### config.mk
export PLATFORM = sky130hd
export DESIGN_NAME = ssram_core
export DESIGN_NICKNAME = d
export VERILOG_FILES = /design/src/rtl/ssram_pkg.sv /design/src/rtl/ssram_capture.sv /design/src/rtl/ssram_array.sv /design/src/rtl/ssram_outstage.sv /design/src/rtl/ssram_core.sv
export SDC_FILE = /design/constraint.sdc
export NUM_CORES = 2
export LEC_CHECK = 0
export ABC_CLOCK_PERIOD_IN_PS = 7000
export BUFFER_PORTS_ARGS = -buffer_cell sky130_fd_sc_hd__buf_2
export CAP_MARGIN = 5
export CORE_ASPECT_RATIO = 1.4
export CORE_UTILIZATION = 67
export CTS_CLUSTER_SIZE = 16
export DETAILED_ROUTE_END_ITERATION = 8
export PLACE_DENSITY_LB_ADDON = 0.3
export SYNTH_ARGS = -nofsm -noshare
export SYNTH_HDL_FRONTEND = slang
export SYNTH_SLANG_ARGS = --single-unit
### constraint.sdc
create_clock -name clk -period 7 [get_ports clk]
set_input_delay 0 -clock clk [delete_from_list [all_inputs] [get_ports clk]]
set_output_delay 0 -clock clk [all_outputs]
set_load 0.05 [all_outputs]
### src/rtl/ssram_pkg.sv
// Package: shared command encoding and lane constants for the SRAM model.
// Assumes: lanes are 9 bits wide; the word width is a multiple of the lane width.
package ssram_pkg;
    localparam int LANE_W = 9;

    typedef enum logic [1:0] {
        OP_IDLE  = 2'd0,
        OP_READ  = 2'd1,
        OP_WRITE = 2'd2
    } ssram_op_e;
endpackage

### src/rtl/ssram_capture.sv
// Module: input register stage. Samples select, address, data and write
// strobes on the rising edge. Decodes them into one command and a lane mask.
// Assumes: synchronous active-low reset; all strobes are active-high.
module ssram_capture
    import ssram_pkg::*;
#(
    parameter int ADDR_W = 6,
    parameter int WORD_W = 36,
    parameter int NLANE  = WORD_W / LANE_W
) (
    input  logic              clk,
    input  logic              rst_n,
    input  logic              ce,
    input  logic [ADDR_W-1:0] addr,
    input  logic [NLANE-1:0]  byte_sel,
    input  logic              bw_en,
    input  logic              gw,
    input  logic [WORD_W-1:0] wdata,
    output ssram_op_e         op_q,
    output logic [ADDR_W-1:0] addr_q,
    output logic [NLANE-1:0]  mask_q,
    output logic [WORD_W-1:0] wdata_q
);
    ssram_op_e        op_d;
    logic [NLANE-1:0] mask_d;

    // Decode the incoming strobes into a command and the lanes it writes.
    always_comb begin
        op_d   = OP_IDLE;
        mask_d = '0;
        if (ce) begin
            op_d = (gw || bw_en) ? OP_WRITE : OP_READ;
            if (gw)
                mask_d = '1;
            else if (bw_en)
                mask_d = byte_sel;
        end
    end

    // Capture the decoded command and its operands on every edge.
    always_ff @(posedge clk) begin
        if (!rst_n) begin
            op_q    <= OP_IDLE;
            addr_q  <= '0;
            mask_q  <= '0;
            wdata_q <= '0;
        end else begin
            op_q    <= op_d;
            addr_q  <= addr;
            mask_q  <= mask_d;
            wdata_q <= wdata;
        end
    end

    AST_GW_ALL_LANES: assert property (@(posedge clk) disable iff (!rst_n)
        (ce && gw) |=> (op_q == OP_WRITE && mask_q == {NLANE{1'b1}}));

    AST_DESELECT_NO_WRITE: assert property (@(posedge clk) disable iff (!rst_n)
        !ce |=> (op_q == OP_IDLE && mask_q == '0));
endmodule

### src/rtl/ssram_array.sv
// Module: storage array with per-lane write enables. The write uses the
// registered command at the next edge. The read is combinational from the
// registered address.
// Assumes: contents are not reset; one command per cycle (read or write).
module ssram_array
    import ssram_pkg::*;
#(
    parameter int ADDR_W = 6,
    parameter int WORD_W = 36,
    parameter int NLANE  = WORD_W / LANE_W,
    localparam int DEPTH = 1 << ADDR_W
) (
    input  logic              clk,
    input  logic              rst_n,
    input  logic              wr_en,
    input  logic              rd_en,
    input  logic [ADDR_W-1:0] addr_q,
    input  logic [NLANE-1:0]  mask_q,
    input  logic [WORD_W-1:0] wdata_q,
    output logic [WORD_W-1:0] rd_word
);
    logic [WORD_W-1:0] mem [DEPTH];

    for (genvar g = 0; g < NLANE; g++) begin : g_lane
        // Write this lane when the registered command selects it.
        always_ff @(posedge clk) begin
            if (wr_en && mask_q[g])
                mem[addr_q][g*LANE_W +: LANE_W] <= wdata_q[g*LANE_W +: LANE_W];
        end
    end

    // Flow-through read path from the registered address.
    always_comb rd_word = mem[addr_q];

    AST_READ_AFTER_WRITE: assert property (@(posedge clk) disable iff (!rst_n)
        (rd_en && $past(wr_en) && $past(mask_q) == {NLANE{1'b1}}
         && addr_q == $past(addr_q)) |-> (rd_word == $past(wdata_q)));
endmodule

### src/rtl/ssram_outstage.sv
// Module: output stage. Holds the pipeline data register and the read-flag
// register. Selects flow-through or pipelined data. Applies the deselect
// policy and the asynchronous output enable to the drive flag.
// Assumes: mode inputs are static while traffic is in flight.
module ssram_outstage
    import ssram_pkg::*;
#(
    parameter int WORD_W = 36
) (
    input  logic              clk,
    input  logic              rst_n,
    input  logic              pipe_mode,
    input  logic              dual_desel,
    input  logic              oe,
    input  ssram_op_e         op_q,
    input  logic [WORD_W-1:0] rd_word,
    output logic [WORD_W-1:0] rdata,
    output logic              drive_en
);
    logic              rd_stage2;
    logic [WORD_W-1:0] dout_q;
    logic              sel_core;
    logic [WORD_W-1:0] data_sel;

    // Second read stage: flag and data register loaded by a captured read.
    always_ff @(posedge clk) begin
        if (!rst_n) begin
            rd_stage2 <= 1'b0;
            dout_q    <= '0;
        end else begin
            rd_stage2 <= (op_q == OP_READ);
            if (op_q == OP_READ)
                dout_q <= rd_word;
        end
    end

    // Deselect policy: single-stage cuts the drive as soon as a deselect is captured.
    always_comb begin
        if (!pipe_mode)
            sel_core = (op_q == OP_READ);
        else if (dual_desel)
            sel_core = rd_stage2;
        else
            sel_core = rd_stage2 && (op_q != OP_IDLE);
    end

    // Gate by the asynchronous enable and park the data bus when not driving.
    always_comb begin
        data_sel = pipe_mode ? dout_q : rd_word;
        drive_en = oe && sel_core;
        rdata    = drive_en ? data_sel : '0;
    end

    AST_SCD_CUTOFF: assert property (@(posedge clk) disable iff (!rst_n)
        (pipe_mode && !dual_desel && op_q == OP_IDLE) |-> !drive_en);

    AST_DCD_HOLD: assert property (@(posedge clk) disable iff (!rst_n)
        (pipe_mode && dual_desel && oe && $past(op_q == OP_READ)) |-> drive_en);

    AST_FT_NO_HOLD: assert property (@(posedge clk) disable iff (!rst_n)
        (!pipe_mode && op_q != OP_READ) |-> !drive_en);
endmodule

### src/rtl/ssram_core.sv
// Module: top of the synchronous SRAM. It chains the input capture, the array
// and the output stage, so reads take one cycle (flow-through) or two
// (pipelined) after the command is presented.
// Assumes: synchronous active-low reset; WORD_W is a multiple of 9.
module ssram_core
    import ssram_pkg::*;
#(
    parameter int ADDR_W = 6,
    parameter int WORD_W = 36,
    localparam int NLANE = WORD_W / LANE_W
) (
    input  logic              clk,
    input  logic              rst_n,
    input  logic              ce,
    input  logic [ADDR_W-1:0] addr,
    input  logic [NLANE-1:0]  byte_sel,
    input  logic              bw_en,
    input  logic              gw,
    input  logic [WORD_W-1:0] wdata,
    input  logic              oe,
    input  logic              pipe_mode,
    input  logic              dual_desel,
    output logic [WORD_W-1:0] rdata,
    output logic              drive_en
);
    ssram_op_e         op_q;
    logic [ADDR_W-1:0] addr_q;
    logic [NLANE-1:0]  mask_q;
    logic [WORD_W-1:0] wdata_q;
    logic [WORD_W-1:0] rd_word;

    ssram_capture #(.ADDR_W(ADDR_W), .WORD_W(WORD_W), .NLANE(NLANE)) i_capture (
        .clk(clk), .rst_n(rst_n), .ce(ce), .addr(addr), .byte_sel(byte_sel),
        .bw_en(bw_en), .gw(gw), .wdata(wdata),
        .op_q(op_q), .addr_q(addr_q), .mask_q(mask_q), .wdata_q(wdata_q)
    );

    ssram_array #(.ADDR_W(ADDR_W), .WORD_W(WORD_W), .NLANE(NLANE)) i_array (
        .clk(clk), .rst_n(rst_n),
        .wr_en(op_q == OP_WRITE), .rd_en(op_q == OP_READ),
        .addr_q(addr_q), .mask_q(mask_q), .wdata_q(wdata_q), .rd_word(rd_word)
    );

    ssram_outstage #(.WORD_W(WORD_W)) i_outstage (
        .clk(clk), .rst_n(rst_n), .pipe_mode(pipe_mode), .dual_desel(dual_desel),
        .oe(oe), .op_q(op_q), .rd_word(rd_word), .rdata(rdata), .drive_en(drive_en)
    );
endmodule

# Word-level counts from Yosys, hierarchy flattened
# Memory sizes are Yosys's and may differ from the RTL's. A register that Yosys moved wholly into a read port is not among the register bits.
# Index checks and enable logic that the tools add are counted.
dict set report op_classes {
  n_eq_ne 2
  muxes 16
  n_reduce_logical 9
}
# operator count
set ops {}
lappend ops {{$mux 36} 2}
lappend ops {{$mux 1} 10}
lappend ops {{$mux 4} 2}
lappend ops {{$logic_and 1x1->1} 6}
lappend ops {{$mux 6} 1}
lappend ops {{$eq 2x1->1 const B} 1}
lappend ops {{$eq 2x2->1 const B} 1}
lappend ops {{$mux 2} 1}
lappend ops {{$reduce_and 2->1} 1}
lappend ops {{$reduce_bool 2->1} 1}
lappend ops {{$logic_or 1x1->1} 1}
dict set report totals {
  ff_bits 85
  ramBits 2304
  inputBits 54
  out_inout_bits 37
  elab_cells 34
  memories 1
}
# name words word_bits rd rd_clocked_by_memory_dff write_ports line_no
set memory_table {}
lappend memory_table {i_array.mem 64 36 1 1 1 ssram_array.sv:22} ;# logic [WORD_W-1:0] mem [DEPTH];

# Logic depth before layout (Yosys ltp)
dict set report logic_depth {
  word_depth 6
  depth_mapped 10
  mapped_depth_nobuf 6
}

# Cells and area by module
# A second synthesis with hierarchy kept.
dict set report unflattened {
  hier_cells 5536
  hier_area_um2 91630.4
}
# module instances cells_each area_each_um2 seq_area_each_um2
set by_module_without_submodules {}
lappend by_module_without_submodules {ssram_array 1 5184 88342.2 69186.4}
lappend by_module_without_submodules {ssram_outstage 1 244 1975.6 740.7}
lappend by_module_without_submodules {ssram_capture 1 106 1297.5 960.9}
lappend by_module_without_submodules {ssram_core 1 2 15.0 0.0}

# Worst setup path after synthesis
# No wires, ideal clock.
dict set report synth_timing {
  kind {flip-flop to output port}
  start {register, netlist name i_capture.addr_q[5]}
  end {output port rdata[35]}
  arrival_ps 2816
  required_time_ps 7000
  slack_ps 4184
  path_stages_with_launch 8
  path_buffers 2
  path_cell_list {dfxtp_1 -> buf_2 -> nor3b_1 -> clkbuf_1 -> a22oi_1 -> o22ai_1 -> a211oi_1 -> a311oi_1}
}
# element line_no
set synth_rtl {}
lappend synth_rtl {{end, declared} ssram_core.sv:23} ;# output logic [WORD_W-1:0] rdata,

==> results.md <==
- EDFF count, synth: 2304
- Global-route wire length before repair: around 360000 um
- I/O Buffers: 90
- Failing checks: DRC
- CTS tree: built
- Top cell type's share of synthesized area: 74.37%
- Compound-Gate Fraction of Synth Area: a little over a tenth
- Multi-input logic area: 0.01952 mm2
- Post-Route WL: 254200 um
- Nature of the critical path endpoint: output pin
- Initial DRC Count: about 8700
- Die H: 442.9 um
- Crit-path max FO: 49
- Reg area: 0.07094 mm2
- Synthesized-area fraction occupied by adder cells: 0%
- Warnings, synthesis: 0
- Distinct cells, synth: 57
- Seq/Total Area, Yosys: 76.20%
- Gr usage total: about 36%
- Clk Latency, worst-skew pair: a little under 900 ps
- Die X: 316.9 um
- Hold wc startpoint: wdata[26]
- Status: complete, but fails checks
- Worst Reg-to-Reg Cells: 4
- Critical R2R Capture: i_array.mem[46][31]
- Number of max-cap violations: 0
- Postcts setup bufs: 0
- Gp weighted congestion: just over 0.9
- Ranking of synthesized cells by area: edfxtp_1 (74%), mux2i_1 (6.1%), a221o_1 (2.2%)
- Arr. time, crit path: 5350 ps
- Worst-Margin Slew: about 1400 ps
- Netlist Area Pre-Place: 0.09303 mm2
- Pin count of the biggest net entering global routing: 165
- DP Worst Slack: 2710 ps
- Worst setup SP type: flip-flop
- Synth Area per Inst: 16.52 um2
- WL per Instance: approximately 33 um
- Post-synth ARST share: 0%
- Lkg Pwr: 30.87 nW
- Pwr per Cell Area: 276.5 mW/mm2
- Routed Antenna Nets: 0
- Clk sinks: 2389
- Vias in the first global route: ~53000
- Clock Root Buffer: clkbuf_16
- Final HPWL DP: 147000 um
- Reg2reg start: i_capture.addr_q[1]
- Syn_nets: 5686
- Starting Density: 67.61%
- Setup slack after layout: 1650 ps
- Core Rows: between 150 and 200
- Yosys reg bits: 2389
- Filler cells: 7602
- Fin crit share: 76.43%
- Num CTS Buffers: 201
- Total negative slack: 0 ps
- Via Count: between 50000 and 60000
- Post-synth top flop: edfxtp_1
- H-Tree Depth: 4
- RSZ-0062 raised after global routing: false
- Post-synthesis instance total: 5632
- Max clock buf depth: 3
- Crit path time final: 5350 ps
- Total gr overflow: 0
- Main combinational cell family by area after synthesis: compound AO/OA/AOI/OAI gates
- Relative slew slack: about 9%
- Hold Crit Class: in2reg
- # IOs: 91
- Final Power: ~28 mW
- Mux share of post-synthesis cell area: 6.675%
- Critical path class: reg2out
- Final Hold Vio Count: 0
- Die Area: 0.1404 mm2
- Initial antenna violation count: 12
- Final setup vio count: 0
- Nets: a little under 6000
- P&R area growth vs syn: 10.03%
- Fraction of layout cells with a size suffix above 1: between 10% and 20%
- CP endpoint: rdata[10]
- Pre-antenna DRT Iters: 9
- Core Area: 0.1376 mm2
- Post-DR vias/cell: around 7.2
- R2R setup slack: approximately 2600 ps
- Max Clk Rate: approximately 190 MHz
- XOR/XNOR share of the synthesized area: 0%
- WP data required: 7000 ps
- Simple-gate share of the synthesized area: 3.352%
- Final Skew: 42.44 ps
- Largest area contributor in the netlist: edfxtp_1
- Crit path launch: i_capture.addr_q[1]
- Clk slew on worst S/H paths: 70 ps
- VDD IR max: 0.3335 mV
- DRC viols: 5
- Max Transition Viols Final: 0
registers in the layout, summed over array words and instances, names as in the netlist:
name and count:
i_capture.mask_q 4, i_capture.wdata_q 36, i_capture.addr_q 6, i_array.mem 2304, i_outstage.rd_stage2 1, i_capture.op_q 2
i_outstage.dout_q 36
routing by layer:
layer  track usage, %  part of all wire (%)
met5                0                 0.015
met3            9.142                    13
met2            55.89                    47
met4            23.06                   7.5
met1            46.58                    33
worst max-delay path, stage by stage, from the launching register on:
cell       delay [ps]
dfxtp_4           750
nand2b_4          870
buf_4             660
o22ai_1           260
o31ai_1           570
o2111ai_1         360
nor3_2            390
a211oi_1          240
buf_2             320
timing repair:
action,CTS,global route
hold endpoints to repair,53,0
gates resized for setup,0,0
hold buffers,119,0
logic make-up (layout without fill, tap and decap cells):
logic type | Yosys count | in the layout
compound gates | 1321 | 1321
other cells | 0 | 7
simple gates | 706 | 706
flops | 2389 | 2389
mux | 591 | 591
buf+inv | 625 | 882
placed cells by master, fill, tap and decap left out, types with 6 or more instances in the layout:
cell type,count
edfxtp_1,2304
mux2i_1,563
nor2_1,313
nand2_1,254
o22ai_1,238
clkbuf_16,211
a221o_1,201
inv_1,193
o32ai_1,190
a21oi_1,144
a221oi_1,140
dlygate4sd3_1,119
buf_4,96
o31ai_1,95
buf_2,89
o21ai_0,79
o22a_1,67
clkbuf_1,63
dfxtp_1,46
and2_1,43
dfxtp_2,37
a211oi_1,36
a22o_1,35
nor3_2,34
clkinv_1,33
o2111ai_1,33
o21ai_1,28
clkinv_2,27
mux4_2,23
clkbuf_8,22
a22oi_1,11
buf_12,10
nand3_1,9
nand4_1,9
diode_2,7
nor2b_1,7
a31oi_1,6
synthesized netlist by cell type, types with 34 or more instances:
library cell / n
edfxtp_1: 2304
mux2i_1: 563
nor2_1: 314
nand2_1: 257
o22ai_1: 238
clkbuf_1: 226
a221o_1: 201
inv_1: 193
o32ai_1: 190
a21oi_1: 144
a221oi_1: 140
buf_2: 128
o31ai_1: 95
dfxtp_1: 85
o21ai_0: 79
o22a_1: 67
and2_1: 46
a211oi_1: 36
a22o_1: 35
buf_4: 34
power breakdown:
part | internal, mW | switching (mW)
combinational | 0.489 | 1.19
sequential | 15.7 | 0.0282
clock | 5.93 | 4.98
total | 22.1 | 6.20
how the worst min path moves through the flow:
stage | endpoint | slack (ps) | depth (start not counted)
2_1_floorplan | i_capture.op_q[0] | 80 | 1
5_1_grt | i_capture.wdata_q[26] | 40 | 3
3_3_place_gp | i_capture.op_q[0] | 170 | 2
6_report | i_capture.wdata_q[26] | 80 | 3
4_1_cts | i_capture.wdata_q[10] | 30 | 3
3_5_place_dp | i_capture.op_q[0] | 180 | 2
stage by stage:
| step | std cells | cell area [um2] | hold slack [ps] | utilization [%] |
|---|---|---|---|---|
| final | 7689 | 102400 | 81.99 | 74.40 |
| after global routing | 7684 | 102300 | 43.12 | 74.39 |
| after CTS | 7682 | 102300 | 25.96 | 74.38 |
| after detailed placement | 7193 | 94810 | 182.4 | 68.91 |
| after global placement | 7193 | 94810 | 174.6 | 68.91 |
| after floorplan | 5632 | 93030 | 75.85 | - |
area by class of cell:
cell class                 instances  share of cell area [%]
tap                             1793                   2.192
antenna                            7                 0.01711
sequential                      2389                   69.31
clock inverter                    74                  0.5012
clock buffer                     296                   5.685
multi-input combinational       2618                   19.07
timing repair buffer             314                   2.499
inverter                         198                  0.7310
(Power assumes the default switching activity.)
